**src/rtl/phase_window_tuner.sv**
```systemverilog
module phase_window_tuner #(
  parameter int PW          = 6,
  parameter int ACK_TIMEOUT = 16
) (
  input  logic          clk,
  input  logic          rst_n,
  input  logic          start,
  input  logic [PW-1:0] max_phase,
  output logic [PW-1:0] phase,
  output logic          cfg_req,
  input  logic          cfg_ack,
  output logic          test_req,
  input  logic          test_done,
  input  logic          test_pass,
  output logic          done,
  output logic          err,
  output logic          err_kind
);
  localparam int LW  = PW + 1;
  localparam int TW  = $clog2(ACK_TIMEOUT + 1);

  typedef enum logic [1:0] {S_IDLE, S_CFG, S_TEST} state_t;

  state_t        state;
  logic [PW-1:0] idx;
  logic [LW-1:0] cur_len, best_len;
  logic [PW-1:0] best_end;
  logic          sweep;
  logic [TW-1:0] timer;

  logic [LW-1:0] run_len, new_len;
  logic [PW-1:0] new_end, centre;
  logic          longer, timed_out;

  assign run_len   = test_pass ? cur_len + LW'(1) : '0;
  assign longer    = run_len > best_len;
  assign new_len   = longer ? run_len : best_len;
  assign new_end   = longer ? idx : best_end;
  assign centre    = new_end - PW'(new_len >> 1);
  assign timed_out = (timer == TW'(ACK_TIMEOUT - 1)) && !cfg_ack;

  assign cfg_req   = (state == S_CFG);
  assign test_req  = (state == S_TEST);

  always_ff @(posedge clk or negedge rst_n) begin
    if (!rst_n) begin
      state    <= S_IDLE;
      idx      <= '0;
      phase    <= '0;
      cur_len  <= '0;
      best_len <= '0;
      best_end <= '0;
      sweep    <= 1'b0;
      timer    <= '0;
      done     <= 1'b0;
      err      <= 1'b0;
      err_kind <= 1'b0;
    end else begin
      done <= 1'b0;
      err  <= 1'b0;
      case (state)
        S_IDLE: if (start) begin
          idx      <= '0;
          phase    <= '0;
          cur_len  <= '0;
          best_len <= '0;
          best_end <= '0;
          sweep    <= 1'b1;
          timer    <= '0;
          state    <= S_CFG;
        end
        S_CFG: begin
          timer <= timer + TW'(1);
          if (cfg_ack) begin
            if (sweep) state <= S_TEST;
            else begin
              state <= S_IDLE;
              done  <= 1'b1;
            end
          end else if (timed_out) begin
            state    <= S_IDLE;
            err      <= 1'b1;
            err_kind <= 1'b0;
          end
        end
        S_TEST: if (test_done) begin
          cur_len  <= run_len;
          best_len <= new_len;
          best_end <= new_end;
          timer    <= '0;
          if (idx == max_phase) begin
            sweep <= 1'b0;
            if (new_len == '0) begin
              state    <= S_IDLE;
              err      <= 1'b1;
              err_kind <= 1'b1;
            end else begin
              phase <= centre;
              state <= S_CFG;
            end
          end else begin
            idx   <= idx + PW'(1);
            phase <= idx + PW'(1);
            state <= S_CFG;
          end
        end
        default: state <= S_IDLE;
      endcase
    end
  end
endmodule


```
**config.mk**
```make
export PLATFORM = sky130hd
export DESIGN_NAME = phase_window_tuner
export DESIGN_NICKNAME = d
export VERILOG_FILES = /design/src/rtl/phase_window_tuner.sv
export SDC_FILE = /design/constraint.sdc
export NUM_CORES = 1
export LEC_CHECK = 0
export ABC_CLOCK_PERIOD_IN_PS = 6590
export BUFFER_PORTS_ARGS = -buffer_cell sky130_fd_sc_hd__buf_2
export CORE_MARGIN = 1
export CORE_UTILIZATION = 65
export CTS_BUF_LIST = sky130_fd_sc_hd__clkbuf_8
export DETAILED_ROUTE_END_ITERATION = 10
export GPL_ROUTABILITY_DRIVEN = 0
export PLACE_DENSITY = 0.83
export SYNTH_ARGS = -nofsm -noshare
export SYNTH_HDL_FRONTEND = slang
export SYNTH_SLANG_ARGS = --single-unit
```
**constraint.sdc**
```tcl
create_clock -name clk -period 6.59 [get_ports clk]
set_input_delay 1.977 -clock clk [delete_from_list [all_inputs] [get_ports clk]]
set_output_delay 1.977 -clock clk [all_outputs]
set_load 0.01 [all_outputs]
```
# == Word-level counts from Yosys, hierarchy flattened ==
# Cells that the tools add are included.
# word_totals
regBits,43
output_inout_bits,11
word_cells,91
# classes
addsub,4
magnitude_cmp,1
eq_ne,13
n_mux,48
n_reduce_logical,14
# ops
cell,count
2-to-1 mux 6 bit,8
one-hot mux 6 bit (2 select lines),3
2-to-1 mux 7 bit,5
one-hot mux 7 bit (2 select lines),2
2-to-1 mux 1 bit,17
one-hot mux 5 bit (3 select lines),1
2-to-1 mux 2 bit,6
AND reduction 4 bit,3
2-to-1 mux 5 bit,2
AND reduction 3 bit,3
!= test 2 x 1 -> 1 bit (second input constant),4
adder 7 x 1 -> 7 bit (second input constant),1
> comparator 7 bit,1
logical NOT 7 bit,1
adder 6 x 1 -> 6 bit (second input constant),1
equality test 6 bit,1
!= test 2 bit (second input constant),3
one-hot mux 1 bit (2 select lines),3
one-hot mux 2 bit (3 select lines),1
AND reduction 6 bit,1
subtractor 6 bit,1
adder 5 x 1 -> 5 bit (second input constant),1
equality test 5 x 4 -> 1 bit (second input constant),1
nonzero test 2 bit,2
8 further kinds,8

# == Logic depth before layout (Yosys ltp) ==
# Gate-level depths: netlist of the first run.
# depth
depth_word,9
ltp_mapped,20
depth_no_buf,18

# == Least setup slack after synthesis of the first run ==
# OpenSTA, ideal clock, no wires.
# synth_timing
kind,input-to-reg
startpoint,input port test_pass
endpoint,register phase[5]
t_arrival_ns,5.413
required_time_ns,6.461
setup_slack_ns,1.048
path_stages,18
path_buffers,3
cell_sequence,clkbuf_1 > and2_1 > ha_1 > a21oi_1 > o21ai_1 > o22ai_1 > buf_2 > buf_4 > nor2_1 > a21oi_1 > ha_1 > nor2b_1 > o31ai_1 > a21oi_1 > a2111oi_0 > a211oi_1 > a21oi_1 > o41ai_2
# synth_via
elab_chain_cells,8
word_cells_on_any_way,12
cone_classes,1 x add/sub; 1 x order compare; 1 x eq/ne; 7 x mux; 2 x reduce/logical
# synth_rtl
item,line,rtl
from (decl),14,"input logic test_pass,"
2-to-1 mux 7 bit (*),35,assign run_len = test_pass ? cur_len + LW'(1) : '0;
> comparator 7 bit,36,assign longer = run_len > best_len;
2-to-1 mux 6 bit or 2-to-1 mux 7 bit (tied branches),"38, 37",
subtractor 6 bit,39,assign centre = new_end - PW'(new_len >> 1);
2-to-1 mux 6 bit,93,if (new_len == '0) begin
2-to-1 mux 6 bit,91,if (idx == max_phase) begin
2-to-1 mux 6 bit,86,S_TEST: if (test_done) begin
one-hot mux 6 bit (2 select lines),61,case (state)
to (signal assigned),98,phase <= centre;
to (signal assigned),103,phase <= idx + PW'(1);
to (decl),9,"output logic [PW-1:0] phase,"
# Mark *: on every way between the ends. The rest lies on a longest branch, timed or not. The select of a mux whose other input is x is not followed.
# A chain may end at the register's enable or synchronous reset.

# == Final worst setup path of the first run ==
# Ends and elaborated chain as after synthesis.

==> impl_metrics.ini, run 1 <==
[global_routing]
antenna_found_initial = 0
grt_max_degree = 44
grt_pass1_vias = 2045
grt_usage_pct = 29.5
grt_pass1_wl_um = 9780
grt_remaining_overflow = 0

[clock_network]
cts_root_buffer = clkbuf_8
cts_made_buffers = 5
ctsResizeCount = 0
h-tree-depth = 2
cts.sinks = 43
cts_buffer_depth = 2
cts_setup_buffers = 0
cts_tree = built
clock_latency_ns = 0.30
clk_pin_slew_ns = 0.08
holdBufCountCts = 0

[drt]
drt_iter0_markers = 124
vias = 2291
viasPerCell = 6.09
avgRoutedWirePerCell_um = 16.1
drc_errors = 0
routed_wl_um = 6050
antenna_left = 0
firstDrtPassIters = 4

[layout]
fin_nets = 358
n_antenna_cell = 0
fillers = 310
post-route-util_pct = 74.6
drive_above_1_share_pct = 15.0
synthToLayoutAreaGrowth_pct = 6.88

[sta]
finalCriticalPeriod_ns = 5.35
fin_setup_tns_ns = 0
fmax_mhz = 187
hold_violations = 0
post-route-period-util_pct = 81.1
finalSetupViolCount = 0
slew_viol_final = 0
worst_pin_slew_ns = 0.928
fin_worst_skew_ns = 0.00302
relSlewSlack_pct = 38.1
rsz0062_at_grt = no

[worst_setup_path]
r2r_setup_slack_ns = 2.06
r2r-start = cur_len[2]
worstPathRequired_ns = 6.76
critPathArrivalTime_ns = 5.52
path_class = primary input to flip-flop
r2r_cells = 18
r2r-end = phase[5]
cp_max_fo = 10
crit_path_end_kind = flip-flop
worst_setup_path_start_kind = primary input

[logic_synthesis]
syn_nets = 342
synth_top_area_share_pct = 37.5
synth_edf_count = 0
yosys.area.top_type = dfrtp_1
syn_inst = 309
synth_flop_cell = dfrtp_1
yosysWarnings = 0
seq_area_frac_synth_pct = 37.5
synth_cell_types = 57
synth_area_per_cell_sq_um = 9.30
syn_area_sq_mm = 0.00287
ys_top_cells_by_area = dfrtp_1 37%, ha_1 8.7%, o21ai_0 4.4%
async_reset_ff_share_pct = 100
ys_ff_latch = 43

[placement]
io_buffer_count = 22
place_hpwl_um = 4380

[die]
die_h_um = 68.5
io_pins = 23
core_area_sq_mm = 0.00412
row_count = 23
dieArea_sq_mm = 0.00469
dieWidth_um = 68.5
initial_core_util_pct = 69.8

[pwr]
vdd_drop_max_v = 0.000182
power.total_w = 0.000905
p_per_area_mw_per_mm2 = 295
p_leak_nw = 1.51

[status]
status = completed

[min_path]
min_path_type = flip-flop to flip-flop
min-delay-start = sweep
whs_path_depth = 1
min_to = done

[flow_run]
drv_cap = 0
## kinds of logic after synthesis
| kind of cell | after synthesis | share of synthesized area (%) |
|---|---|---|
| XOR/XNOR | 15 | 5.05 |
| AO/OA/AOI/OAI | 96 | 22.8 |
| flip-flops | 43 | 37.5 |
| AND/OR/NAND/NOR | 86 | 15.4 |
| buffers and inverters | 39 | 6.62 |
| multiplexers | 9 | 3.27 |
| adder cells (fa/ha/maj) | 21 | 9.41 |
## synthesized netlist by cell type (all sizes together) (2+ instances only)
cell type and number:
nand2b 5, dfrtp 43, nor4 2, nand3b 2, nor2 17, a31oi 2, a21oi 15, nand2 30
o41ai 6, o22ai 6, mux2i 6, a22o 7, a21boi 2, and2 4, a21o 3, nor3 4
xor2 9, and3 2, o21ai 34, o31ai 8, mux2 3, ha 20, o21a 5, nand3 11
nor2b 2, clkbuf 4, inv 23, xnor2 5, buf 11
## critical path: stages
cell and delay, ns:
buf_2 0.15, o21ai_0 0.19, inv_1 0.12, ha_1 0.32, nand4_1 0.15, a21oi_2 0.07, o22ai_2 0.42, mux2i_1 0.38
inv_1 0.08, ha_1 0.26, nor2b_1 0.13, o31ai_1 0.34, a21oi_1 0.15, a2111oi_0 0.41, a211oi_1 0.09, a21oi_1 0.18
o41ai_2 0.09
## layer usage
| layer | track usage, % | vias up | part of all wire (%) |
|---|---|---|---|
| li1 | - | 1134 | - |
| met1 | 39.9 | 1081 | 48 |
| met3 | 7.17 | 10 | 5.1 |
| met5 | 0 | - | 0 |
| met4 | 11.2 | 0 | 2.1 |
| met2 | 45.3 | 66 | 44 |
## state kept, by name (all words and copies together), names as in the netlist
register	flops
best_len	7
state	2
idx	6
phase	6
err	1
done	1
err_kind	1
sweep	1
cur_len	7
timer	5
best_end	6
## layout by cell type (no fill, tap or decap), types with 5 or more instances in the layout
| cell | count |
|---|---|
| mux2i_1 | 6 |
| dfrtp_1 | 43 |
| clkbuf_8 | 7 |
| o31ai_1 | 8 |
| nand2b_1 | 5 |
| a21oi_1 | 14 |
| a22o_1 | 7 |
| nand3_1 | 10 |
| ha_1 | 20 |
| buf_2 | 22 |
| o22ai_1 | 5 |
| xor2_1 | 9 |
| xnor2_1 | 5 |
| o21ai_1 | 9 |
| nand2_1 | 30 |
| o21ai_0 | 25 |
| nor2_1 | 17 |
| inv_1 | 23 |
## through the flow
step	worst slack, ns	hold slack, ns	cells	area, sq um
after floorplan	1.05	0.438	309	2870
after global placement	1.12	0.459	368	2970
after detailed placement	0.997	0.473	368	2970
after CTS	1.30	0.478	376	3070
after global routing	0.937	0.503	376	3070
final	1.24	0.479	376	3070
## power by group
part           total (W)  switching [W]  internal [W]
Combinational   0.000398       0.000256      0.000142
Clock           0.000189      0.0000941     0.0000954
Sequential      0.000318      0.0000277      0.000290
## final cells by class
cell class	count	area [sq um]	area share, %
multi-input combinational	227	1610	52.5
sequential	43	1080	35.0
timing repair buffer	24	125	4.07
clock buffer	7	96.3	3.14
inverter	24	90.1	2.93
tap	50	62.6	2.04
clock inverter	1	7.51	0.244
## how the worst max path moves through the flow
stage,start,to,slack (ns),cells past startpoint
6_report,test_pass,phase[5],1.24,17
3_5_place_dp,test_pass,phase[5],1.0,16
5_1_grt,test_pass,phase[5],0.94,17
2_1_floorplan,test_pass,phase[5],1.05,18
4_1_cts,test_pass,phase[5],1.30,17
3_3_place_gp,test_pass,phase[5],1.12,16
Note: power is estimated with default switching activity, not from simulation.
==> inputs of run 2 (changes only) <==
Settings changed: ABC_CLOCK_PERIOD_IN_PS 6590 to 4600, CORE_UTILIZATION 65 to 56, PLACE_DENSITY 0.83 to 0.75.
Clock period 6.59 ns to 4.6 ns, I/O delays scaled along.
==> run 2 against run 1 <==
Against the previous run:
- non-clock buffer count grew 7
- clock power grew 71%
- via count rose by 1.9%
- clock skew rose by 0.0053 ns
- critical path depth did not move
- utilization down 7.7 points
- critical endpoint unchanged
- global-route usage fell by 3.8 points
- worst hold slack better by 0.0027 ns
- routed wire length grew 4.8%
==> impl_metrics.ini, run 2 (same netlist as run 1, synthesis figures left out) <==
[status]
status = completed

[worst_setup_path]
critPathMaxStageDelay_ns = 0.30
worstPathRequired_ns = 4.81
cp_max_fo = 11
slowest_stage = o31ai_2
path_class = primary input to flip-flop
worst_setup_path_start_kind = primary input
crit_cells = 17
critPathArrivalTime_ns = 4.57
worstPathCellList = clkbuf_4 > and2_4 > ha_1 > a21oi_1 > o21ai_2 > o22ai_2 > buf_12 > mux2i_2 > inv_1 > ha_1 > nor2b_1 > o31ai_2 > a21o_1 > nor3_1 > a211oi_1 > a21oi_1 > o41ai_2
crit_path_end_kind = flip-flop
cp_top_family = compound AO/OA/AOI/OAI gates
r2r_setup_slack_ns = 0.42
r2r_cells = 19
critPathBufInv = 3

[clock_network]
cts_buffer_depth = 2
cts_tree = built
cts_made_buffers = 5
clock_latency_ns = 0.31
cts.sinks = 43
clk_pin_slew_ns = 0.09
h-tree-depth = 2
cts_root_buffer = clkbuf_8

[sta]
finalCriticalPeriod_ns = 4.35
worst_pin_slew_ns = 0.970
relSlewSlack_pct = 35.4
fin_worst_skew_ns = 0.00836
fin_worst_hold_slack_ns = 0.482
fmax_mhz = 230
hold_violations = 0
timing.final.ws_setup_ns = 0.248
finalSetupViolCount = 0
slew_viol_final = 0
post-route-period-util_pct = 94.6

[die]
dieArea_sq_mm = 0.00542
core_area_sq_mm = 0.00482
dieWidth_um = 73.6
io_pins = 23
initial_core_util_pct = 59.6
row_count = 25
die_h_um = 73.6

[layout]
drive_above_1_share_pct = 18.9
top_regs = best_len x7, cur_len x7
fin_area_sq_mm = 0.00322
stdcell_count = 400
fin_nets = 365
n_antenna_cell = 0
synthToLayoutAreaGrowth_pct = 12.2
layout_common_cells = 43 x dfrtp_1, 30 x nand2_1, 25 x o21ai_0, 23 x inv_1, 21 x buf_2
layout_commonest_cell = dfrtp_1

[drt]
drt_iter0_markers = 180
drc_errors = 0
antenna_left = 0
viasPerCell = 5.84
firstDrtPassIters = 4
avgRoutedWirePerCell_um = 15.9
vias = 2334
routed_wl_um = 6340

[global_routing]
gr-usage-met1_pct = 37.7
grt_pass1_wl_um = 10400
busiest_layer = met2
use_met2_pct = 38.2
grt_max_degree = 44
antenna_found_initial = 0
grt_remaining_overflow = 0
grt_pass1_vias = 2161
grt_usage_pct = 25.7
use_met3_pct = 4.66

[pwr]
p_per_area_mw_per_mm2 = 449
vdd_drop_max_v = 0.000319
power.total_w = 0.00145
p_leak_nw = 1.57

[placement]
dp_slack_ns = -0.0780
placed_area_sq_mm = 0.00304
io_buffer_count = 22
place_inst = 389
place_hpwl_um = 4330

[flow_run]
drv_cap = 0

[min_path]
min_path_type = flip-flop to flip-flop
whs_path_depth = 1
[run 2: timing repair]
item / in CTS / in global routing
resized for setup: 0 / 6
hold buffers: 0 / 0
endpoints found under the setup margin: 0 / 1
endpoints found under the hold margin: 0 / 0
setup buffers: 0 / 2
[run 2: layer usage]
layer / up-vias / wire [um]
met4: 0 / 117
li1: 1152 / -
met2: 52 / 2910
met3: 11 / 216
met5: - / 0
met1: 1119 / 3100
[run 2: path summary, 6_finish.rpt]
| path | start | end |
|---|---|---|
| max in group asynchronous | rst_n | phase[5] |
| min in group asynchronous | rst_n | cur_len[3] |
| max | test_pass | phase[5] |
| max reg2reg | cur_len[0] | phase[5] |
| min | sweep | done |
| min reg2reg | sweep | done |
[run 2: metrics by stage]
stage / utilization (%) / TNS [ns]
after global routing: 66.9 / -0.0120
final: 66.9 / 0
after detailed placement: 63.1 / -0.0780
after global placement: 63.1 / 0
after CTS: 65.6 / 0
after floorplan: - / 0
[run 2: final cells by class]
type / count / area [sq um]
clock buffer: 6 / 82.6
clock inverter: 2 / 38.8
fill: 401 / 1600
inverter: 24 / 90.1
multi-input combinational: 227 / 1640
sequential: 43 / 1080
tap: 67 / 83.8
timing repair buffer: 31 / 210
[run 2: where the power goes]
group | internal (W) | switching (W)
Sequential | 0.000415 | 0.0000417
Clock | 0.000179 | 0.000145
Combinational | 0.000271 | 0.000394
